<file path="config.mk">
export PLATFORM = sky130hd
export DESIGN_NAME = phase_timer
export DESIGN_NICKNAME = d
export VERILOG_FILES = /design/src/rtl/pt_pkg.sv /design/src/rtl/pt_cfg.sv /design/src/rtl/pt_evt_sync.sv /design/src/rtl/pt_core.sv /design/src/rtl/phase_timer.sv
export SDC_FILE = /design/constraint.sdc
export NUM_CORES = 1
export LEC_CHECK = 0
export ABC_AREA = 1
export CORE_ASPECT_RATIO = 0.7
export CORE_UTILIZATION = 36
export DETAILED_ROUTE_END_ITERATION = 6
export RECOVER_POWER = 25
export SYNTH_ARGS = -nofsm -noshare
export SYNTH_HDL_FRONTEND = slang
export SYNTH_SLANG_ARGS = --single-unit
export TNS_END_PERCENT = 1
</file>
<file path="constraint.sdc">
create_clock -name clk -period 2.7 [get_ports clk]
set_input_delay 0.405 -clock clk [delete_from_list [all_inputs] [get_ports clk]]
set_output_delay 0.405 -clock clk [all_outputs]
set_load 0.005 [all_outputs]
</file>
<file path="src/rtl/pt_pkg.sv">
package pt_pkg;
  typedef enum logic [1:0] {
    SEL_CMP_A = 2'd0,
    SEL_CMP_B = 2'd1,
    SEL_MODE  = 2'd2
  } wsel_e;

  localparam int MODE_PRIME_BIT = 0;
  localparam int MODE_RUN_BIT   = 1;
endpackage

</file>
<file path="src/rtl/pt_cfg.sv">
module pt_cfg
  import pt_pkg::*;
#(
  parameter int CNT_W = 16
) (
  input  logic             clk,
  input  logic             rst_n,
  input  logic             wr_en,
  input  logic [1:0]       wr_sel,
  input  logic [CNT_W-1:0] wr_data,
  output logic [CNT_W-1:0] cmp_a,
  output logic [CNT_W-1:0] cmp_b,
  output logic             run,
  output logic             prime_clr
);
  logic [CNT_W-1:0] cmp_a_q, cmp_a_d;
  logic [CNT_W-1:0] cmp_b_q, cmp_b_d;
  logic             prime_q, prime_d;
  logic             run_q, run_d;
  logic             mode_wr;

  always_comb begin
    mode_wr  = wr_en && (wr_sel == SEL_MODE);
    cmp_a_d  = cmp_a_q;
    cmp_b_d  = cmp_b_q;
    prime_d  = prime_q;
    run_d    = run_q;
    if (wr_en && (wr_sel == SEL_CMP_A)) cmp_a_d = wr_data;
    if (wr_en && (wr_sel == SEL_CMP_B)) cmp_b_d = wr_data;
    if (mode_wr) begin
      prime_d = wr_data[MODE_PRIME_BIT];
      run_d   = wr_data[MODE_RUN_BIT];
    end
  end

  always_ff @(posedge clk or negedge rst_n) begin
    if (!rst_n) begin
      cmp_a_q <= '0;
      cmp_b_q <= '0;
      prime_q <= 1'b0;
      run_q   <= 1'b0;
    end else begin
      cmp_a_q <= cmp_a_d;
      cmp_b_q <= cmp_b_d;
      prime_q <= prime_d;
      run_q   <= run_d;
    end
  end

  assign cmp_a     = cmp_a_q;
  assign cmp_b     = cmp_b_q;
  assign run       = prime_q & run_q;
  assign prime_clr = mode_wr & wr_data[MODE_PRIME_BIT] & ~wr_data[MODE_RUN_BIT];
endmodule

</file>
<file path="src/rtl/pt_evt_sync.sv">
module pt_evt_sync #(
  parameter int SYNC_STAGES = 2
) (
  input  logic clk,
  input  logic rst_n,
  input  logic evt_in,
  output logic evt_pulse
);
  logic [SYNC_STAGES:0] stage_q, stage_d;

  always_comb begin
    stage_d = {stage_q[SYNC_STAGES-1:0], evt_in};
  end

  always_ff @(posedge clk or negedge rst_n) begin
    if (!rst_n) stage_q <= '0;
    else        stage_q <= stage_d;
  end

  assign evt_pulse = stage_q[SYNC_STAGES-1] & ~stage_q[SYNC_STAGES];
endmodule

</file>
<file path="src/rtl/pt_core.sv">
module pt_core #(
  parameter int CNT_W = 16
) (
  input  logic             clk,
  input  logic             rst_n,
  input  logic             run,
  input  logic             tick,
  input  logic             clr,
  input  logic [CNT_W-1:0] cmp_a,
  input  logic [CNT_W-1:0] cmp_b,
  output logic             sr_out,
  output logic             irq_a,
  output logic             irq_b
);
  logic [CNT_W-1:0] cnt_q, cnt_d;
  logic             sr_q, sr_d;
  logic             irqa_q, irqa_d;
  logic             irqb_q, irqb_d;
  logic             hit_a, hit_b, b_live;

  always_comb begin
    b_live = (cmp_b != {CNT_W{1'b1}});
    hit_a  = tick && (cnt_q == cmp_a);
    hit_b  = tick && b_live && (cnt_q == cmp_b);

    cnt_d = cnt_q;
    if (clr)        cnt_d = '0;
    else if (hit_a) cnt_d = '0;
    else if (tick)  cnt_d = cnt_q + 1'b1;

    sr_d = sr_q;
    if (clr)        sr_d = 1'b0;
    else if (hit_a) sr_d = 1'b1;
    else if (hit_b) sr_d = 1'b0;

    irqa_d = hit_a && !clr;
    irqb_d = hit_b && !clr;
  end

  always_ff @(posedge clk or negedge rst_n) begin
    if (!rst_n) begin
      cnt_q  <= '0;
      sr_q   <= 1'b0;
      irqa_q <= 1'b0;
      irqb_q <= 1'b0;
    end else begin
      cnt_q  <= cnt_d;
      sr_q   <= sr_d;
      irqa_q <= irqa_d;
      irqb_q <= irqb_d;
    end
  end

  assign sr_out = sr_q;
  assign irq_a  = irqa_q;
  assign irq_b  = irqb_q;


  wrap_to_zero_chk: assert property (@(posedge clk) disable iff (!rst_n)
    (tick && !clr && (cnt_q == cmp_a)) |=> (cnt_q == '0));


  set_on_a_chk: assert property (@(posedge clk) disable iff (!rst_n)
    irqa_q |-> sr_q);


  clear_on_b_chk: assert property (@(posedge clk) disable iff (!rst_n)
    irqb_q |-> !sr_q);


  no_b_when_ones_chk: assert property (@(posedge clk) disable iff (!rst_n)
    irqb_q |-> ($past(cmp_b) != {CNT_W{1'b1}}));


  hold_when_idle_chk: assert property (@(posedge clk) disable iff (!rst_n)
    (!run && !clr) |=> ($stable(cnt_q) && $stable(sr_q)));


  irq_needs_run_chk: assert property (@(posedge clk) disable iff (!rst_n)
    (irqa_q || irqb_q) |-> $past(run));
endmodule

</file>
<file path="src/rtl/phase_timer.sv">
module phase_timer #(
  parameter int CNT_W = 16
) (
  input  logic             clk,
  input  logic             rst_n,
  input  logic             wr_en,
  input  logic [1:0]       wr_sel,
  input  logic [CNT_W-1:0] wr_data,
  input  logic             ext_sel,
  input  logic             ext_evt,
  output logic             sr_out,
  output logic             irq_a,
  output logic             irq_b
);
  localparam int RST_STAGES = 2;

  logic [RST_STAGES-1:0] rst_pipe_q;
  logic                  rst_sync_n;
  logic [CNT_W-1:0]      cmp_a, cmp_b;
  logic                  run, prime_clr, evt_pulse, tick;

  always_ff @(posedge clk or negedge rst_n) begin
    if (!rst_n) rst_pipe_q <= '0;
    else        rst_pipe_q <= {rst_pipe_q[RST_STAGES-2:0], 1'b1};
  end
  assign rst_sync_n = rst_pipe_q[RST_STAGES-1];

  pt_cfg #(.CNT_W(CNT_W)) cfg_i (
    .clk(clk), .rst_n(rst_sync_n), .wr_en(wr_en), .wr_sel(wr_sel),
    .wr_data(wr_data), .cmp_a(cmp_a), .cmp_b(cmp_b), .run(run),
    .prime_clr(prime_clr)
  );

  pt_evt_sync #(.SYNC_STAGES(2)) sync_i (
    .clk(clk), .rst_n(rst_sync_n), .evt_in(ext_evt), .evt_pulse(evt_pulse)
  );

  assign tick = run && (ext_sel ? evt_pulse : 1'b1);

  pt_core #(.CNT_W(CNT_W)) core_i (
    .clk(clk), .rst_n(rst_sync_n), .run(run), .tick(tick), .clr(prime_clr),
    .cmp_a(cmp_a), .cmp_b(cmp_b), .sr_out(sr_out), .irq_a(irq_a),
    .irq_b(irq_b)
  );


  evt_step_only_chk: assert property (@(posedge clk) disable iff (!rst_sync_n)
    (ext_sel && !evt_pulse) |=> !(irq_a || irq_b));
endmodule

</file>
Word level (Yosys, flattened, before mapping)

Cells that the tools add are included.

$add $sub $neg: 1
Bitwise operators: 6
Equality and inequality tests: 5
Reduce and logical (&&, ||, !) cells: 13
Muxes and demuxes: 7

Operator list:

| operator                | count |
|---|---|
| $mux W16                | 3 |
| $eq A16 B16 Y1          | 2 |
| $add A16 B1 Y16 const B | 1 |
| $ne A16 B16 Y1 const B  | 1 |
| $logic_and A1 B1 Y1     | 9 |
| $reduce_bool A3 Y1      | 2 |
| $and A1 B1 Y1           | 4 |
| $mux W1                 | 4 |
| $eq A2 B1 Y1 const B    | 1 |
| $eq A2 B2 Y1 const B    | 1 |
| $logic_not A2 Y1        | 1 |
| $not A1 Y1              | 2 |
| $logic_not A1 Y1        | 1 |

Bits in registers: 58
Input bits: 23
Output and inout port bits: 3
Word-level logic and storage cells: 42

Logic depth before layout (Yosys ltp)

Depth in word-level cells: 9
Mapped depth: 10
Depth with buffers taken out: 10

By module

Synthesis repeated with hierarchy kept, for this count alone.

Cells, all modules: 462
Area, all modules: 3368.2 µm²

Modules (own cells, without submodules):

| module      | cells each | area each (µm²) | times used |
|---|---|---|---|
| pt_core     | 296        | 1776.7          | 1 |
| pt_cfg      | 155        | 1436.4          | 1 |
| pt_evt_sync | 5          | 85.1            | 1 |
| phase_timer | 6          | 70.1            | 1 |

Worst setup path before layout

Ideal clock, no wire load.

Kind: reg2reg
Start point: register core_i.cnt_q[1]
End point: register core_i.cnt_q[10]
Cell stages (with the launch flop): 9
Setup slack: 1.262 ns
Setup time: 0.119 ns
Buffers on the path: 0
Arrival: 1.320 ns
Period minus slack after synthesis: 1.438 ns
Data required time: 2.581 ns
Cells stage by stage: dfrtp_1 ha_1 nand2_1 nor2_4 nand2_2 nor2_1 nand3_1 xor2_1 nor2_2

Cells in the longest elaborated chain, start to end: 4
Elaborated cells on any way between the ends: 7
Classes of those cells: add/sub: 1; eq/ne: 1; mux: 3; reduce/logical: 2

RTL lines:

| element                                                  | RTL line                     | source |
|---|---|---|
| start, declared                                          | pt_core.sv:15                | `logic [CNT_W-1:0] cnt_q, cnt_d;` |
| start signal, assigned                                   | pt_core.sv:47                | `cnt_q <= cnt_d;` |
| $add A16 B1 Y16 / $eq A16 B16 Y1 (equally long branches) | pt_core.sv:29, pt_core.sv:23 |  |
| $mux W16 / $logic_and A1 B1 Y1 (equally long branches)   | pt_core.sv:29, pt_core.sv:23 |  |
| $mux W16                                                 | pt_core.sv:28                | `else if (hit_a) cnt_d = '0;` |
| $mux W16                                                 | pt_core.sv:27                | `if (clr) cnt_d = '0;` |

Several ways; a longest one is shown, not always the timed one. The select of a mux whose other input is x is not followed.
A chain may end at the register's enable or synchronous reset.

Final worst setup path

Start point: input port wr_sel[0]
End point: register cfg_i.cmp_a_q[10], in the netlist cfg_i.cmp_a[10]

Cells in the longest elaborated chain, start to end: 2

RTL lines:

| element              | RTL line         | source |
|---|---|---|
| start, declared      | phase_timer.sv:7 | `input logic [1:0] wr_sel,` |
| $logic_not A2 Y1     | pt_cfg.sv:28     | `if (wr_en && (wr_sel == SEL_CMP_A)) cmp_a_d = wr_data;` |
| $logic_and A1 B1 Y1  | pt_cfg.sv:28     |  |
| end signal, assigned | pt_cfg.sv:43     | `cmp_a_q <= cmp_a_d;` |
| end, declared        | pt_cfg.sv:16     | `logic [CNT_W-1:0] cmp_a_q, cmp_a_d;` |

Every way passes these cells.

==> metrics.cfg <==
[final_layout]
antennaDiodeCount = 0
nets = 476
stdcell_count = 577
multiInputGateArea_sq_um = 1460
synthToLayoutAreaGrowth_pct = 19.3
postLayoutCellArea_sq_um = 3800
drive_gt1_frac = 0.0919
fill_cells = 873
seq_area_sq_um = 1450

[sta]
final.setup.tns_ns = 0
fmax_mhz = 589
timing.final.max_slew_violations = 0
hold_ws_ns = 0.301
fin_crit_ns = 1.70
fin_crit_sh = 0.629
finalSetupViolations = 0
hold_viol_final = 0
relSlewSlack = 0.0616
rsz0062_at_grt = false
tightest_slew_ns = 1.41
clock_skew_ns = 0.00766

[place]
dp_hpwl_mm = 5.43
placed_cell_area_sq_um = 3530
port-buffer-count = 25
place.gp.congestion = 0.841
dp.cells = 561

[synth]
synth_seq_cells = 58
synth_top_family_by_area = simple AND/OR/NAND/NOR gates
synth_compound_area_frac = 0.0535
synthMuxAreaShare = 0.00354
synthSimpleGateAreaFrac = 0.320
synthAdderAreaFrac = 0.00393
yosys.area_share.xor_xnor = 0.0770
yosysWarnings = 0
yosysSeqAreaShare = 0.456
postSynthCellCount = 427
ys_types = 26
syn-num-nets = 451
synth_area_per_cell_sq_um = 7.45
synthesis.area_sq_um = 3180

[grt]
grt_pass1_wl_mm = 12.3
grt_max_degree = 57
grt.overflow.total = 0
grt_use_met2 = 0.263
use_met1 = 0.248
met3_usage = 0.0574
grt.total_usage = 0.181
grt_antenna_before_repair = 0
grt.busiest_layer = met2
grt_pass1_vias = 2488

[die]
dieArea_sq_um = 9230
std_cell_rows = 28
num_io_pins = 26
die_y_um = 80.7
coreArea_sq_um = 8510
initial_core_util = 0.374
die_width_um = 114

[cts]
cts_made_buffers = 9
clk_pin_slew_ns = 0.05
post_cts_resized = 0
clk_latency_ns = 0.33
cts-root-buf = clkbuf_16
cts_buffer_depth = 2
cts_hold_buf = 0
clkSinkCount = 58
cts.htree.levels = 3
cts_tree = done
post_cts_buffers = 0

[status]
status = finished clean

[detailed_routing]
ant_nets = 0
wl_mm = 7.27
wl_per_cell_um = 12.6
vias = 2601
vias_per_cell = 4.51
drc = 0
first_iter_violations = 144
drt_pass1_iterations = 4

[critical_path]
end_kind = register
critical_path_class = primary input to register
cp.arrival_ns = 1.88
cp_data_required_time_ns = 2.88
crit_path_start_kind = primary input
path_max_fanout = 32

[power]
p_leak_nw = 1.89
peakVddDrop_uv = 342
p_per_area_nw_per_um2 = 694
p_total_w = 0.00264

[flow_run]
cap_viol_max_count = 0

[min_path]
min_path_type = primary input to async pin

-- registers in the layout (all words and copies together) (netlist names) --
signal	cells
cfg_i.cmp_a	16
cfg_i.cmp_b	16
core_i.cnt_q	16
sync_i.stage_q	3
rst_pipe_q	2
cfg_i.prime_q	1
cfg_i.run_q	1
core_i.irq_a	1
core_i.irq_b	1
core_i.sr_out	1
-- where the power goes --
part           internal, W  leakage [nW]  total (W)  switching, W
clock network     0.000639         0.131    0.00103      0.000390
registers         0.000986         0.739    0.00113      0.000141
logic             0.000198          1.02   0.000481      0.000283
total              0.00182          1.89    0.00264      0.000814
-- logic make-up after synthesis --
group                      after synthesis
xor gates and xnor gates                28
other                                    1
buffers and inverters                   66
muxes                                    1
DFF                                     58
and+or+nand+nor                        238
adders and majority gates                1
AOI/OAI and AO/OA                       34
-- placed cells by master, fill, tap and decap left out, drive strengths merged --
master,n
dlygate4sd3,2
dfrtp,58
nor2,66
nand3,19
conb,1
clkinvlp,2
clkbuf,12
a21oi,2
clkinv,3
buf,1
mux2,1
ha,1
o21ai,32
and2,1
nand4,4
xor2,28
nor3,4
nand3b,1
clkdlybuf4s50,23
inv,53
nand2,143
-- layout make-up --
cell class                      count  share of cell area
Clock buffer                       11              0.0639
Multi-Input combinational cell    303               0.385
Timing Repair Buffer               27              0.0692
Tap cell                          120              0.0395
Sequential cell                    58               0.382
Inverter                           53              0.0524
Clock inverter                      5             0.00791
-- critical path, stage by stage --
cell and delay, ns:
clkdlybuf4s50_1 0.48, nor2_1 0.13, nand2_1 0.51, nand2_1 0.23
o21ai_0 0.10
-- through the flow --
| step | worst slack, ns | utilization |
|---|---|---|
| floorplan | 0.966 | - |
| global placement | 0.691 | 0.414 |
| detailed placement | 0.652 | 0.414 |
| CTS | 0.999 | 0.447 |
| global route | 0.799 | 0.446 |
| finish | 1.00 | 0.446 |
-- cell usage after synthesis --
| cell | n | area share |
|---|---|---|
| nor2_4 | 3 | 0.011 |
| nor3_1 | 4 | 0.0063 |
| inv_1 | 46 | 0.054 |
| nand2_2 | 7 | 0.014 |
| buf_1 | 1 | 0.0012 |
| nand2_1 | 135 | 0.16 |
| nand3b_1 | 1 | 0.0024 |
| nand2_4 | 1 | 0.0035 |
| buf_4 | 3 | 0.0071 |
| o21ai_0 | 32 | 0.050 |
| nand4_1 | 4 | 0.0079 |
| and2_0 | 1 | 0.0020 |
| xor2_1 | 28 | 0.077 |
| nand3_1 | 17 | 0.027 |
| ha_1 | 1 | 0.0039 |
| nor2_1 | 60 | 0.071 |
| dfrtp_1 | 58 | 0.46 |
| buf_6 | 1 | 0.0035 |
| nor2_2 | 3 | 0.0059 |
| inv_2 | 7 | 0.0083 |
| a21oi_1 | 2 | 0.0031 |
| nand3_4 | 2 | 0.011 |
| clkbuf_1 | 5 | 0.0059 |
| buf_2 | 3 | 0.0047 |
| mux2_2 | 1 | 0.0035 |
| conb_1 | 1 | 0.0012 |
-- layer usage --
metal,up-vias,part of all wire
met2,71,0.40
met5,-,0
met3,11,0.064
li1,1345,-
met4,0,0.015
met1,1174,0.52
-- worst paths after layout --
kind	start	end	slack, ns	cells past startpoint
max	wr_sel[0]	cfg_i.cmp_a[10]	1.00	5
min	rst_n	rst_pipe_q[0]	0.30	1
max reg2reg	core_i.cnt_q[1]	core_i.cnt_q[14]	1.03	10
min reg2reg	rst_pipe_q[0]	rst_pipe_q[1]	0.35	0
max in group asynchronous	rst_pipe_q[1]	core_i.sr_out	1.18	1
min in group clk	rst_pipe_q[0]	rst_pipe_q[1]	0.35	0
(Power assumes the default switching activity.)
